**config.mk**
```make
export PLATFORM = sky130hd
export DESIGN_NAME = fault_flag_irq
export DESIGN_NICKNAME = d
export VERILOG_FILES = /design/src/rtl/fltirq_pkg.sv /design/src/rtl/fault_sync.sv /design/src/rtl/flag_bank.sv /design/src/rtl/reg_port.sv /design/src/rtl/irq_merge.sv /design/src/rtl/fault_flag_irq.sv
export SDC_FILE = /design/constraint.sdc
export NUM_CORES = 1
export LEC_CHECK = 0
export BUFFER_PORTS_ARGS = -buffer_cell sky130_fd_sc_hd__clkbuf_2
export CAP_MARGIN = 20
export CORE_MARGIN = 4
export CORE_UTILIZATION = 45
export DETAILED_ROUTE_END_ITERATION = 10
export HOLD_SLACK_MARGIN = 0.02
export PLACE_DENSITY = 0.66
export SLEW_MARGIN = 20
export SYNTH_ARGS = -nofsm -noshare
export SYNTH_HDL_FRONTEND = slang
export SYNTH_HIERARCHICAL = 1
export SYNTH_SLANG_ARGS = --single-unit
export TNS_END_PERCENT = 50
```
**constraint.sdc**
```tcl
create_clock -name clk -period 1.2 [get_ports clk]
set_input_delay 0.24 -clock clk [delete_from_list [all_inputs] [get_ports clk]]
set_output_delay 0.24 -clock clk [all_outputs]
set_load 0.02 [all_outputs]
```
**src/rtl/fltirq_pkg.sv**
```systemverilog
// Package: shared constants and the register selector for the fault
// status and interrupt block.
package fltirq_pkg;
    localparam int unsigned NSRC   = 6;
    localparam int unsigned ADDR_W = 2;
    localparam int unsigned SYNC_N = 2;

    typedef enum logic [ADDR_W-1:0] {
        SEL_LIVE   = 2'd0,
        SEL_STICKY = 2'd1,
        SEL_MASK   = 2'd2,
        SEL_SPARE  = 2'd3
    } reg_sel_e;
endpackage

```
**src/rtl/fault_sync.sv**
```systemverilog
// fault_sync: a multi-stage synchronizer per fault input, followed by an edge
// detector. Assumes each raw input is asynchronous and holds for longer than
// one clock. The change output pulses for one cycle on either edge of the
// synchronized level.
module fault_sync #(
    parameter int unsigned N      = 6,
    parameter int unsigned STAGES = 2
) (
    input  logic         clk,
    input  logic         rst_n,
    input  logic [N-1:0] raw,
    output logic [N-1:0] level,
    output logic [N-1:0] change
);
    localparam int unsigned LAST = STAGES - 1;

    logic [STAGES-1:0][N-1:0] pipe;
    logic [N-1:0]             level_d;

    // shift the raw inputs through the synchronizer stages
    always_ff @(posedge clk) begin
        if (!rst_n) begin
            pipe <= '0;
        end else begin
            pipe[0] <= raw;
            for (int s = 1; s < STAGES; s++) begin
                pipe[s] <= pipe[s-1];
            end
        end
    end

    // keep last cycle's synchronized level for edge detection
    always_ff @(posedge clk) begin
        if (!rst_n) level_d <= '0;
        else        level_d <= pipe[LAST];
    end

    assign level  = pipe[LAST];
    assign change = pipe[LAST] ^ level_d;
endmodule

```
**src/rtl/flag_bank.sv**
```systemverilog
// flag_bank: one sticky flag per source. A set event raises the flag. A write
// with clr_en clears the flags whose keep bit is zero. A set event in the same
// cycle as a clear leaves the flag set.
module flag_bank #(
    parameter int unsigned N = 6
) (
    input  logic         clk,
    input  logic         rst_n,
    input  logic [N-1:0] set_evt,
    input  logic         clr_en,
    input  logic [N-1:0] clr_keep,
    output logic [N-1:0] flags
);
    genvar i;
    generate
        for (i = 0; i < N; i++) begin : g_flag
            // update one sticky bit: a set event overrides a clear
            always_ff @(posedge clk) begin
                if (!rst_n)
                    flags[i] <= 1'b0;
                else if (set_evt[i])
                    flags[i] <= 1'b1;
                else if (clr_en && !clr_keep[i])
                    flags[i] <= 1'b0;
            end


            flag_hold_chk: assert property (@(posedge clk) disable iff (!rst_n)
                (flags[i] && !(clr_en && !clr_keep[i])) |=> flags[i]);


            flag_clear_chk: assert property (@(posedge clk) disable iff (!rst_n)
                (clr_en && !clr_keep[i] && !set_evt[i]) |=> !flags[i]);


            set_wins_chk: assert property (@(posedge clk) disable iff (!rst_n)
                set_evt[i] |=> flags[i]);
        end
    endgenerate
endmodule

```
**src/rtl/reg_port.sv**
```systemverilog
// reg_port: the register access side. It holds the masks (reset all ones),
// turns writes to the flag address into a clear request, and returns
// registered read data one cycle after a read strobe.
module reg_port #(
    parameter int unsigned N = 6
) (
    input  logic                          clk,
    input  logic                          rst_n,
    input  logic [fltirq_pkg::ADDR_W-1:0] addr,
    input  logic                          wr,
    input  logic                          rd,
    input  logic [N-1:0]                  wdata,
    input  logic [N-1:0]                  status,
    input  logic [N-1:0]                  flags,
    output logic [N-1:0]                  mask,
    output logic                          clr_en,
    output logic [N-1:0]                  clr_keep,
    output logic [N-1:0]                  rdata,
    output logic                          rvalid
);
    import fltirq_pkg::*;

    reg_sel_e     sel;
    logic [N-1:0] rd_mux;

    assign sel = reg_sel_e'(addr);

    // raise a clear request for writes to the sticky flag register
    always_comb begin
        clr_en   = wr && (sel == SEL_STICKY);
        clr_keep = wdata;
    end

    // mask register, all sources masked after reset
    always_ff @(posedge clk) begin
        if (!rst_n)                      mask <= '1;
        else if (wr && sel == SEL_MASK)  mask <= wdata;
    end

    // select the register being read
    always_comb begin
        unique case (sel)
            SEL_LIVE:   rd_mux = status;
            SEL_STICKY: rd_mux = flags;
            SEL_MASK:   rd_mux = mask;
            default:    rd_mux = '0;
        endcase
    end

    // register the read data and its valid strobe
    always_ff @(posedge clk) begin
        if (!rst_n) begin
            rdata  <= '0;
            rvalid <= 1'b0;
        end else begin
            rvalid <= rd;
            if (rd) rdata <= rd_mux;
        end
    end


    spare_zero_chk: assert property (@(posedge clk) disable iff (!rst_n)
        (rd && sel == SEL_SPARE) |=> (rvalid && rdata == '0));
endmodule

```
**src/rtl/irq_merge.sv**
```systemverilog
// irq_merge: registered OR over the unmasked flags, driven active low.
module irq_merge #(
    parameter int unsigned N = 6
) (
    input  logic         clk,
    input  logic         rst_n,
    input  logic [N-1:0] flags,
    input  logic [N-1:0] mask,
    output logic         irq_n
);
    logic pending;

    assign pending = |(flags & ~mask);

    // register the combined request, idle high
    always_ff @(posedge clk) begin
        if (!rst_n) irq_n <= 1'b1;
        else        irq_n <= ~pending;
    end
endmodule

```
**src/rtl/fault_flag_irq.sv**
```systemverilog
// fault_flag_irq: top of the fault status and interrupt block. Assumes
// fault_in is asynchronous, with bit order: input 0, input 1, input 2,
// crystal input, feedback input, loss of lock. The loss-of-lock pin follows
// the synchronized status.
module fault_flag_irq #(
    parameter int unsigned NSRC    = fltirq_pkg::NSRC,
    parameter int unsigned STAGES  = fltirq_pkg::SYNC_N,
    parameter int unsigned LOL_BIT = NSRC - 1
) (
    input  logic                          clk,
    input  logic                          rst_n,
    input  logic [NSRC-1:0]               fault_in,
    input  logic [fltirq_pkg::ADDR_W-1:0] bus_addr,
    input  logic                          bus_wr,
    input  logic                          bus_rd,
    input  logic [NSRC-1:0]               bus_wdata,
    output logic [NSRC-1:0]               bus_rdata,
    output logic                          bus_rvalid,
    output logic                          irq_n,
    output logic                          lol_n
);
    logic [NSRC-1:0] status;
    logic [NSRC-1:0] change;
    logic [NSRC-1:0] flags;
    logic [NSRC-1:0] mask;
    logic [NSRC-1:0] clr_keep;
    logic            clr_en;

    fault_sync #(.N(NSRC), .STAGES(STAGES)) u_sync (
        .clk(clk), .rst_n(rst_n), .raw(fault_in),
        .level(status), .change(change)
    );

    flag_bank #(.N(NSRC)) u_flags (
        .clk(clk), .rst_n(rst_n), .set_evt(change),
        .clr_en(clr_en), .clr_keep(clr_keep), .flags(flags)
    );

    reg_port #(.N(NSRC)) u_regs (
        .clk(clk), .rst_n(rst_n), .addr(bus_addr), .wr(bus_wr), .rd(bus_rd),
        .wdata(bus_wdata), .status(status), .flags(flags), .mask(mask),
        .clr_en(clr_en), .clr_keep(clr_keep), .rdata(bus_rdata),
        .rvalid(bus_rvalid)
    );

    irq_merge #(.N(NSRC)) u_irq (
        .clk(clk), .rst_n(rst_n), .flags(flags), .mask(mask), .irq_n(irq_n)
    );

    // drive the dedicated loss-of-lock pin from the synchronized status
    always_comb lol_n = ~status[LOL_BIT];


    irq_raise_chk: assert property (@(posedge clk) disable iff (!rst_n)
        (|(flags & ~mask)) |=> !irq_n);


    irq_quiet_chk: assert property (@(posedge clk) disable iff (!rst_n)
        ((flags & ~mask) == '0) |=> irq_n);
endmodule

```
==> results of run 1 <==
[placed cells by master (no fill, tap or decap), types with 6 or more instances in the layout]
cell / instances
sky130_fd_sc_hd__dfxtp_1: 37
sky130_fd_sc_hd__clkbuf_2: 26
sky130_fd_sc_hd__and2_2: 20
sky130_fd_sc_hd__o21ai_0: 12
sky130_fd_sc_hd__nand2_1: 7
sky130_fd_sc_hd__inv_1: 6
sky130_fd_sc_hd__nor3b_2: 6
sky130_fd_sc_hd__nor2_1: 6
sky130_fd_sc_hd__a211oi_1: 6
sky130_fd_sc_hd__a21oi_1: 6
sky130_fd_sc_hd__nor3_1: 6
sky130_fd_sc_hd__mux2i_1: 6
sky130_fd_sc_hd__xor2_1: 6
[registers in the layout (all words and copies together) (netlist names)]
register / cells
u_irq/irq_n: 1
u_sync/pipe: 6
u_regs/mask: 6
u_sync/level: 6
u_flags/flags: 6
u_sync/level_d: 6
u_regs/rvalid: 1
u_regs/rdata: 6
[layout make-up]
cell class                 count  area (um2)
tap                           46       57.56
timing repair buffer          30       172.7
inverter                       8       30.03
clock buffer                   7       55.05
fill                         322        1620
multi-input combinational     93       634.4
sequential                    38       762.0
clock inverter                 1       5.005
[kinds of logic after synthesis]
kind of cell	share of synthesized area (%)
multiplexers	3.887
flip-flops	49.23
AND/OR/NAND/NOR	23.32
AO/OA/AOI/OAI	10.45
buffers and inverters	9.716
XOR/XNOR	3.401
[routing by layer]
metal	up-vias	wire [um]	global-route usage (%)
met5	-	0	0
met4	0	36	6.091
met3	5	167	4.216
met2	32	1273	22.77
met1	516	1252	16.70
li1	551	-	-
[what timing repair did]
| action | 4_1_cts | 5_1_grt |
|---|---|---|
| gates resized for setup | 1 | 0 |
| hold endpoints to repair | 0 | 0 |
| setup buffers | 0 | 0 |
| endpoints found under the setup margin | 1 | 0 |
[worst min-delay path by stage]
stage	slack [ns]	depth (start not counted)	end	startpoint
6_report	0.10	2	u_sync/pipe[2]	fault_in[2]
5_1_grt	0.09	2	u_sync/pipe[1]	fault_in[1]
4_1_cts	0.09	2	u_sync/pipe[2]	fault_in[2]
3_5_place_dp	0.42	1	u_sync/level[4]	u_sync/pipe[4]
3_3_place_gp	0.42	1	u_sync/level[4]	u_sync/pipe[4]
2_1_floorplan	0.31	1	u_irq/irq_n	rst_n
[per-stage QoR]
stage                     instance area (um2)  hold WS (ns)  cells  utilization, %
after floorplan                          1545        0.3111    154               -
after global placement                   1655        0.4179    215           49.61
after detailed placement                 1655        0.4227    215           49.61
after CTS                                1717       0.09072    223           51.44
after global routing                     1717       0.08606    223           51.44
final                                    1717        0.1021    223           51.44
[power groups by stage]
| stage | combinational [mW] | clock (mW) | sequential (mW) |
|---|---|---|---|
| floorplan | 0.159 | 0 | 1.40 |
| global placement | 0.240 | 0 | 1.39 |
| detailed placement | 0.247 | 0 | 1.39 |
| CTS | 0.249 | 0.700 | 1.36 |
| global route | 0.275 | 0.769 | 1.37 |
| finish | 0.248 | 0.679 | 1.36 |
==> implementation parameters, run 1 <==
Parameter                              Value

Status
  Status ... finished, final reports clean

Logic synthesis
  Sequential area share after synthesis ... 49.23%
  Flip-flop and latch count after synthesis ... 38
  Gate count of the mapped netlist ... 154
  Most instantiated cells after synthesis ... sky130_fd_sc_hd__dfxtp_1, sky130_fd_sc_hd__and2_2, sky130_fd_sc_hd__buf_4
  Combined area of all synthesized cells ... 1545 um2
  Most frequently used cell type in the post-synthesis netlist ... sky130_fd_sc_hd__dfxtp_1
  Number of enable flip-flop cells after synthesis ... 0
  Yosys warns ... 6
  Ys async rst share ... 0%
  Yosys top cell by area ... sky130_fd_sc_hd__dfxtp_1
  Number of distinct library cell variants in the gate-level netlist after synthesis ... 22
  Mean Syn Cell Area ... 10.03 um2
  Total nets after synthesis ... 172
  Synth area leaders ... sky130_fd_sc_hd__dfxtp_1, sky130_fd_sc_hd__and2_2, sky130_fd_sc_hd__buf_4
  Main flop type after synthesis ... sky130_fd_sc_hd__dfxtp_1
  Area share of the largest cell type after synthesis ... 49.23%

CTS
  CTS buffer count ... 5
  Clock Path Buffers ... 2
  H-tree depth ... 2
  Post-CTS Hold Buffers ... 0
  Number of sinks handled by clock tree synthesis ... 38
  Clock transition at the registers of the reported paths ... 0.10 ns
  TritonCTS clock tree ... built
  Clock Root Buffer ... sky130_fd_sc_hd__clkbuf_4
  Clock latency on the worst-skew pair ... 0.34 ns

Die
  Effective utilization at floorplan ... 46.31%
  Die span in y ... 66.60 um
  Total number of placement rows ... 21
  I/O pins ... 27
  Placeable core region ... 3337 um2
  Die Area ... 4436 um2
  Die X-Extent ... 66.60 um

Critical path
  Setup crit end ... lol_n
  Stage delay of the slowest cell on the critical path ... 0.38 ns
  RR Endpoint ... u_regs/rdata[5]
  Register-to-Register Setup Slack ... 0.30 ns
  Cell family with the largest share of critical-path delay ... flip-flops
  Count of cell instances traversed by the critical path ... 2
  Critical Path End Type ... output port
  Largest fanout on the critical path ... 4
  Cell count of the worst reg-to-reg path ... 3
  Worst path buffer plus inverter count ... 2
  Startpoint of the worst-slack reg-to-reg timing path ... u_regs/mask[5]
  Setup crit start kind ... flip-flop
  Slowest cell on crit path ... sky130_fd_sc_hd__dfxtp_2
  Data arrival time at the worst-slack endpoint ... 0.90 ns
  Worst Setup Path Type ... reg -> out
  Critical-path cell list ... inv_1, clkbuf_2
  Launching instance or port of the critical path ... u_sync/level[5]
  Endpoint required time on the critical path ... 0.96 ns

Timing
  Relative slew margins ... 81.53%
  Max Clock Skew ... 0.01082 ns
  Highest Clock Rate ... 876.5 MHz
  Actual transition at the worst max-transition pin ... 0.2756 ns
  Portion of the clock cycle consumed by the worst path in the final layout ... 95.08%
  Post-route setup TNS ... 0 ns
  Minimum setup slack in the final design ... 0.05904 ns
  Time the worst path needs with I/O delays and setup ... 1.141 ns
  Count of endpoints failing hold in the final timing report ... 0
  # setup viols final ... 0
  Max Slew Vio Count ... 0
  Unrepaired setup endpoints after global routing ... no

GRT
  Number of global-route vias before repair ... 1055
  Largest net degree at the start of global routing ... 39
  First-pass GRT wire length ... 4629 um
  GR Util All Layers ... 13.92%
  Global route overflow ... 0
  Initial antenna violation count ... 0

Power
  Clock share of power ... 29.7%
  Maximum vdd ir drop ... 0.6915 mV
  Switching power as a share of total power ... 24.66%
  Sw Pwr ... 0.5645 mW
  Static Leakage ... 0.7888 nW
  Internal power consumption ... 1.724 mW
  Reg power frac ... 59.5%
  Pwr/cell area ... 1333 nW/um2
  Pwr Total ... 2.289 mW
  Power share of the combinational group ... 10.8%

Min path
  Path type of the worst min-delay path ... in -> reg

Final layout
  Layout Nets ... 194
  Count of inserted antenna diode cells ... 0
  Fraction of final layout cells with drive strength greater than 1 ... 37.85%
  Signed area change from the synthesized netlist to the final layout ... 11.09%

Flow run
  Max-cap violations ... 0

Detailed routing
  Avg WL per Cell ... 12.23 um
  Aggregate routed wire length ... 2728 um
  Via-per-instance ratio ... 4.951
  Detailed Route Iter0 Violations ... 119
  Post-detailed-route count of antenna-violating nets ... 0
  Number of detailed-route iterations in the first pass ... 4
  Vias after detailed routing ... 1104
  # DRC ... 0

Placement
  Routability congestion estimate ... 0.7874
  DP HPWL ... 1928 um
  Pre-CTS setup slack ... 0.05794 ns
  Port Buffer Count ... 26
Note: power is estimated with default switching activity, not from simulation.
==> inputs of run 2 (changes only) <==
--- a/config.mk
+++ b/config.mk
@@ -12,6 +12,7 @@
 export DETAILED_ROUTE_END_ITERATION = 10
 export HOLD_SLACK_MARGIN = 0.02
 export PLACE_DENSITY = 0.66
+export REMOVE_ABC_BUFFERS = 1
 export SLEW_MARGIN = 20
 export SYNTH_ARGS = -nofsm -noshare
 export SYNTH_HDL_FRONTEND = slang
==> constraint.sdc (replaced) <==
create_clock -name clk -period 1.2 [get_ports clk]
set_input_delay 0.06 -clock clk [delete_from_list [all_inputs] [get_ports clk]]
set_output_delay 0.06 -clock clk [all_outputs]
set_load 0.02 [all_outputs]
==> run 2 against run 1 <==
  * Critical path depth unchanged
  * Design area up 5.6%
  * Sequential cell count stayed put
  * Clock skew rose by 0.0013 ns
  * Total power rose by 1.4%
  * Largest cell class unchanged
  * Cell count up 4.0%
==> implementation parameters, run 2 (synthesis gave the netlist of run 1 again) <==
Parameter                              Value

Status
  Status ... finished, final reports clean

Timing
  Unrepaired setup endpoints after global routing ... no
  Max Clock Skew ... 0.01208 ns
  Relative slew margins ... 81.75%
  Count of endpoints failing hold in the final timing report ... 0
  Time the worst path needs with I/O delays and setup ... 1.020 ns
  Portion of the clock cycle consumed by the worst path in the final layout ... 84.99%
  Highest Clock Rate ... 980.6 MHz
  Actual transition at the worst max-transition pin ... 0.2723 ns
  Max Slew Vio Count ... 0
  # setup viols final ... 0
  Post-route setup TNS ... 0 ns
  Worst hold margin ... 0.06703 ns

CTS
  Number of sinks handled by clock tree synthesis ... 38
  Post-CTS Setup Inserts ... 0
  H-tree depth ... 2
  CTS buffer count ... 5
  TritonCTS clock tree ... built
  Clock transition at the registers of the reported paths ... 0.11 ns
  Post-CTS Hold Buffers ... 12
  Clock Path Buffers ... 2
  Post-cts sizing count ... 0
  Clock Root Buffer ... sky130_fd_sc_hd__clkbuf_4
  Clock latency on the worst-skew pair ... 0.34 ns

Detailed routing
  Detailed Route Iter0 Violations ... 83
  DRT met1 WL ... 1323 um
  Met2 wire length ... 1257 um
  Number of detailed-route iterations in the first pass ... 4
  Post-detailed-route count of antenna-violating nets ... 0
  Aggregate routed wire length ... 2800 um
  Top metal layer carrying routed signals ... met4
  Detail Route met3 WL ... 173 um
  Avg WL per Cell ... 12.07 um
  Via-per-instance ratio ... 4.707
  # DRC ... 0
  Vias after detailed routing ... 1092

Final layout
  Footprint of the flip-flops and latches ... 760.7 um2
  Layout Nets ... 203
  Count of inserted antenna diode cells ... 0
  Final Cell Area ... 1813 um2
  Area of combinational cells with multiple inputs ... 634.4 um2
  Fraction of final layout cells with drive strength greater than 1 ... 33.87%
  Most frequent cells in the layout ... sky130_fd_sc_hd__dfxtp_1, sky130_fd_sc_hd__clkbuf_2, sky130_fd_sc_hd__and2_2, sky130_fd_sc_hd__dlygate4sd3_1, sky130_fd_sc_hd__o21ai_0
  Most common library cell in the layout ignoring fill and taps ... sky130_fd_sc_hd__dfxtp_1
  Filler Cells Inserted ... 301
  Signed area change from the synthesized netlist to the final layout ... 17.33%

Placement
  DP HPWL ... 1882 um
  Routability congestion estimate ... 0.8543
  Post-DP Area ... 1633 um2
  Port Buffer Count ... 26

Die
  I/O pins ... 27
  Placeable core region ... 3337 um2
  Die Area ... 4436 um2
  Total number of placement rows ... 21
  Effective utilization at floorplan ... 46.31%
  Die X-Extent ... 66.60 um
  Die span in y ... 66.60 um

Min path
  Path type of the worst min-delay path ... in -> reg
  Capture endpoint of the worst hold path ... u_regs/mask[2]
  Min-delay src ... rst_n
  Number of cells on the worst hold path ... 3

Critical path
  Startpoint of the worst-slack reg-to-reg timing path ... u_regs/mask[0]
  Register-to-Register Setup Slack ... 0.29 ns
  RR Endpoint ... u_regs/rdata[0]
  Data arrival time at the worst-slack endpoint ... 0.96 ns
  Critical Path End Type ... output port
  Cell count of the worst reg-to-reg path ... 3
  Critical-path cell list ... inv_1, clkbuf_2
  Launching instance or port of the critical path ... u_sync/level[5]
  Endpoint required time on the critical path ... 1.14 ns
  Setup crit start kind ... flip-flop
  Stage delay of the slowest cell on the critical path ... 0.42 ns
  Worst Setup Path Type ... reg -> out
  Worst path buffer plus inverter count ... 2
  Slowest cell on crit path ... sky130_fd_sc_hd__dfxtp_1
  Largest fanout on the critical path ... 4
  Cell family with the largest share of critical-path delay ... flip-flops

Power
  Maximum vdd ir drop ... 0.6423 mV
  Pwr/cell area ... 1280 nW/um2
  Static Leakage ... 0.8241 nW

GRT
  Global route overflow ... 0
  First-pass GRT wire length ... 4712 um
  Initial antenna violation count ... 0
  GR Util All Layers ... 14.35%
  Largest net degree at the start of global routing ... 39
  Number of global-route vias before repair ... 1102

Flow run
  Max-cap violations ... 0
run 2: cell count changes in the layout (fill, tap and decap cells not counted), sizes merged:
cell,delta
buf,-3
dlygate4sd3,+12
run 2: per-layer routing:
| layer | up-vias | track usage (%) |
|---|---|---|
| li1 | 568 | - |
| met1 | 492 | 17.24 |
| met2 | 28 | 22.03 |
| met3 | 4 | 4.216 |
| met4 | 0 | 9.391 |
| met5 | - | 0 |
run 2: where the power goes:
group / switching, mW / leakage [nW] / internal [mW]
Combinational: 0.135 / 0.476 / 0.134
Sequential: 0.0376 / 0.313 / 1.32
Clock: 0.404 / 0.0353 / 0.284
run 2: worst register-to-register path, stage by stage, from the launching register on:
cell and delay (ns):
sky130_fd_sc_hd__dfxtp_1 0.35, sky130_fd_sc_hd__and2_2 0.18, sky130_fd_sc_hd__a211oi_1 0.20, sky130_fd_sc_hd__nor3_1 0.09
run 2: metrics by stage:
stage               utilization, %  setup slack [ns]  power, mW  cells
finish                       54.33            0.1802      2.320    232
CTS                          54.33            0.1583      2.341    232
global placement             48.93            0.2226      1.622    212
detailed placement           48.93            0.1763      1.630    212
global route                 54.33            0.1168      2.434    232
floorplan                        -            0.4006      1.521    139
run 2: worst max path at each step:
stage / end / slack [ns] / cells after the start
floorplan: u_regs/rdata[5] / 0.40 / 3
global placement: u_flags/flags[3] / 0.22 / 5
detailed placement: u_flags/flags[0] / 0.18 / 5
CTS: lol_n / 0.16 / 2
global route: lol_n / 0.12 / 2
finish: lol_n / 0.18 / 2
run 2: cell type report:
class / instances / area share, %
multi-input cells: 93 / 34.99
clock inverters: 1 / 0.2761
clock buffers: 7 / 3.037
well taps: 46 / 3.175
inverters: 8 / 1.656
flip-flops and latches: 38 / 41.96
repair buffers: 39 / 14.91
==> inputs of run 3 (changes only) <==
--- a/config.mk
+++ b/config.mk
@@ -5,6 +5,7 @@
 export SDC_FILE = /design/constraint.sdc
 export NUM_CORES = 1
 export LEC_CHECK = 0
+export ABC_AREA = 1
 export BUFFER_PORTS_ARGS = -buffer_cell sky130_fd_sc_hd__clkbuf_2
 export CAP_MARGIN = 20
 export CORE_MARGIN = 4
==> constraint.sdc (replaced) <==
create_clock -name clk -period 0.98 [get_ports clk]
set_input_delay 0.049 -clock clk [delete_from_list [all_inputs] [get_ports clk]]
set_output_delay 0.049 -clock clk [all_outputs]
set_load 0.02 [all_outputs]
==> run 3 against run 2 <==
  * Design area is 9.4% higher
  * Sequential share of layout area is 3.5 points lower
  * Wire length is 13% higher
  * Non-clock buffer count is 8 higher
  * Combinational power is 33% higher
  * Setup slack worse by 0.087 ns
  * Sequential power is 23% higher
  * Largest cell class unchanged
  * Largest power group unchanged
==> implementation parameters, run 3 <==
Parameter                              Value

Final layout
  Final cell utilization of the core ... 57.18%
  Signed area change from the synthesized netlist to the final layout ... 18.37%
  Most frequent cells in the layout ... sky130_fd_sc_hd__nand2_1, sky130_fd_sc_hd__inv_1, sky130_fd_sc_hd__dfxtp_1, sky130_fd_sc_hd__clkbuf_2, sky130_fd_sc_hd__nand3_1
  Count of inserted antenna diode cells ... 0
  Filler Cells Inserted ... 358
  Most common library cell in the layout ignoring fill and taps ... sky130_fd_sc_hd__nand2_1
  Final Cell Area ... 1983 um2
  Fraction of final layout cells with drive strength greater than 1 ... 16.49%
  Layout Nets ... 297

Die
  Die span in y ... 69.02 um
  Die X-Extent ... 69.02 um
  Effective utilization at floorplan ... 48.30%
  I/O pins ... 27
  Die Area ... 4763 um2
  Placeable core region ... 3468 um2
  Total number of placement rows ... 21

Placement
  Pre-CTS setup slack ... 0.05325 ns
  DP HPWL ... 2320 um
  Routability congestion estimate ... 0.8178
  Post-DP Area ... 1785 um2
  Port Buffer Count ... 26

Timing
  Count of endpoints failing hold in the final timing report ... 0
  Relative slew margins ... 78.67%
  Max Clock Skew ... 0.008228 ns
  Unrepaired setup endpoints after global routing ... no
  Portion of the clock cycle consumed by the worst path in the final layout ... 90.46%
  Max Slew Vio Count ... 0
  Highest Clock Rate ... 1128 MHz
  # setup viols final ... 0
  Actual transition at the worst max-transition pin ... 0.3196 ns
  Minimum setup slack in the final design ... 0.09350 ns
  Post-route setup TNS ... 0 ns
  Time the worst path needs with I/O delays and setup ... 0.8865 ns

Logic synthesis
  Yosys warns ... 6
  Area share of the largest cell type after synthesis ... 45.41%
  Most instantiated cells after synthesis ... sky130_fd_sc_hd__nand2_1, sky130_fd_sc_hd__inv_1, sky130_fd_sc_hd__dfxtp_1
  Number of distinct library cell variants in the gate-level netlist after synthesis ... 18
  Most frequently used cell type in the post-synthesis netlist ... sky130_fd_sc_hd__nand2_1
  Ys async rst share ... 0%
  Number of enable flip-flop cells after synthesis ... 0
  Flip-flop and latch count after synthesis ... 38
  Mean Syn Cell Area ... 6.894 um2
  Combined area of all synthesized cells ... 1675 um2
  Gate count of the mapped netlist ... 243
  Synth area leaders ... sky130_fd_sc_hd__dfxtp_1, sky130_fd_sc_hd__nand2_1, sky130_fd_sc_hd__inv_1
  Main flop type after synthesis ... sky130_fd_sc_hd__dfxtp_1
  Yosys top cell by area ... sky130_fd_sc_hd__dfxtp_1
  Sequential area share after synthesis ... 45.41%

Detailed routing
  Number of detailed-route iterations in the first pass ... 4
  Post-detailed-route count of antenna-violating nets ... 0
  Via-per-instance ratio ... 4.422
  Vias after detailed routing ... 1437
  Detailed Route Iter0 Violations ... 57
  Aggregate routed wire length ... 3154 um
  Avg WL per Cell ... 9.705 um
  # DRC ... 0

CTS
  Clock latency on the worst-skew pair ... 0.29 ns
  CTS buffer count ... 5
  H-tree depth ... 2
  Number of sinks handled by clock tree synthesis ... 38
  Clock Path Buffers ... 2
  TritonCTS clock tree ... built
  Clock Root Buffer ... sky130_fd_sc_hd__clkbuf_8
  Clock transition at the registers of the reported paths ... 0.07 ns

Flow run
  Max-cap violations ... 0

Critical path
  Data arrival time at the worst-slack endpoint ... 0.84 ns
  Largest fanout on the critical path ... 5
  Critical Path End Type ... output port
  Worst Setup Path Type ... reg -> out
  Endpoint required time on the critical path ... 0.93 ns
  Setup crit start kind ... flip-flop

GRT
  GR Util All Layers ... 14.45%
  Largest net degree at the start of global routing ... 12
  First-pass GRT wire length ... 5630 um
  Initial antenna violation count ... 0
  Global route overflow ... 0
  Number of global-route vias before repair ... 1319

Status
  Status ... finished, final reports clean

Power
  Pwr/cell area ... 1525 nW/um2
  Pwr Total ... 3.024 mW
  Static Leakage ... 1.108 nW
  Maximum vdd ir drop ... 0.9850 mV

Min path
  Path type of the worst min-delay path ... in -> reg
==> run 3: cell types whose count changed in the layout (fill, tap and decap cells not counted), sizes merged, moves of 8 or more <==
cell / delta
and2: -25
buf: +8
inv: +51
nand2: +81
nand3: +24
o21ai: -11
==> run 3: metrics by stage <==
stage                     hold WS [ns]  instances
after floorplan                 0.1177        225
after global placement          0.2260        306
after detailed placement        0.2344        306
after CTS                      0.06492        325
after global routing           0.08296        325
final                          0.05726        325
==> run 3: path summary, 6_finish.rpt <==
path	startpoint	endpoint	slack [ns]	depth (start not counted)
max	u_sync/level[5]	lol_n	0.09	2
min	bus_rd	u_regs/rvalid	0.06	3
max reg2reg	u_regs/mask[1]	u_irq/irq_n	0.19	6
min reg2reg	u_sync/pipe[5]	u_sync/level[5]	0.41	2
==> run 3: cell families (layout without fill, tap and decap cells) <==
kind of cell / count (synthesis) / count (layout) / synth area share (%)
flops: 38 / 38 / 45.41
simple gates: 116 / 116 / 28.90
compound gates: 13 / 13 / 3.883
buf+inv: 76 / 112 / 21.81
==> run 3: final cells by class <==
cell class	instances	area (um2)	share of cell area, %
tap	46	57.56	2.902
timing repair buffer	47	317.8	16.03
inverter	58	220.2	11.10
clock buffer	7	76.32	3.849
multi-input combinational	129	549.3	27.70
sequential	38	762.0	38.42
==> run 3: power by group <==
| group | total, mW | switching, mW | internal, mW |
|---|---|---|---|
| registers | 1.67 | 0.0444 | 1.62 |
| clock network | 0.999 | 0.510 | 0.490 |
| logic | 0.359 | 0.197 | 0.162 |
| total | 3.02 | 0.751 | 2.27 |
==> run 3: metal layers <==
| layer | up-vias | share of wire, % | global-route usage [%] |
|---|---|---|---|
| li1 | 765 | - | - |
| met1 | 632 | 47 | 18.07 |
| met2 | 35 | 45 | 23.73 |
| met3 | 5 | 6.7 | 5.233 |
| met4 | 0 | 0.98 | 3.254 |
| met5 | - | 0 | 0 |
==> run 3: what timing repair did <==
| item | 4_1_cts | 5_1_grt |
|---|---|---|
| hold buffers | 12 | 0 |
| endpoints found under the hold margin | 12 | 0 |
| gates resized for setup | 0 | 1 |
| setup endpoints to repair | 0 | 1 |
| buffers inserted | 0 | 0 |
==> run 3: worst max-delay path, cell delays in order, from the launching register on <==
cell,delay (ns)
sky130_fd_sc_hd__dfxtp_2,0.36
sky130_fd_sc_hd__inv_1,0.04
sky130_fd_sc_hd__clkbuf_2,0.14
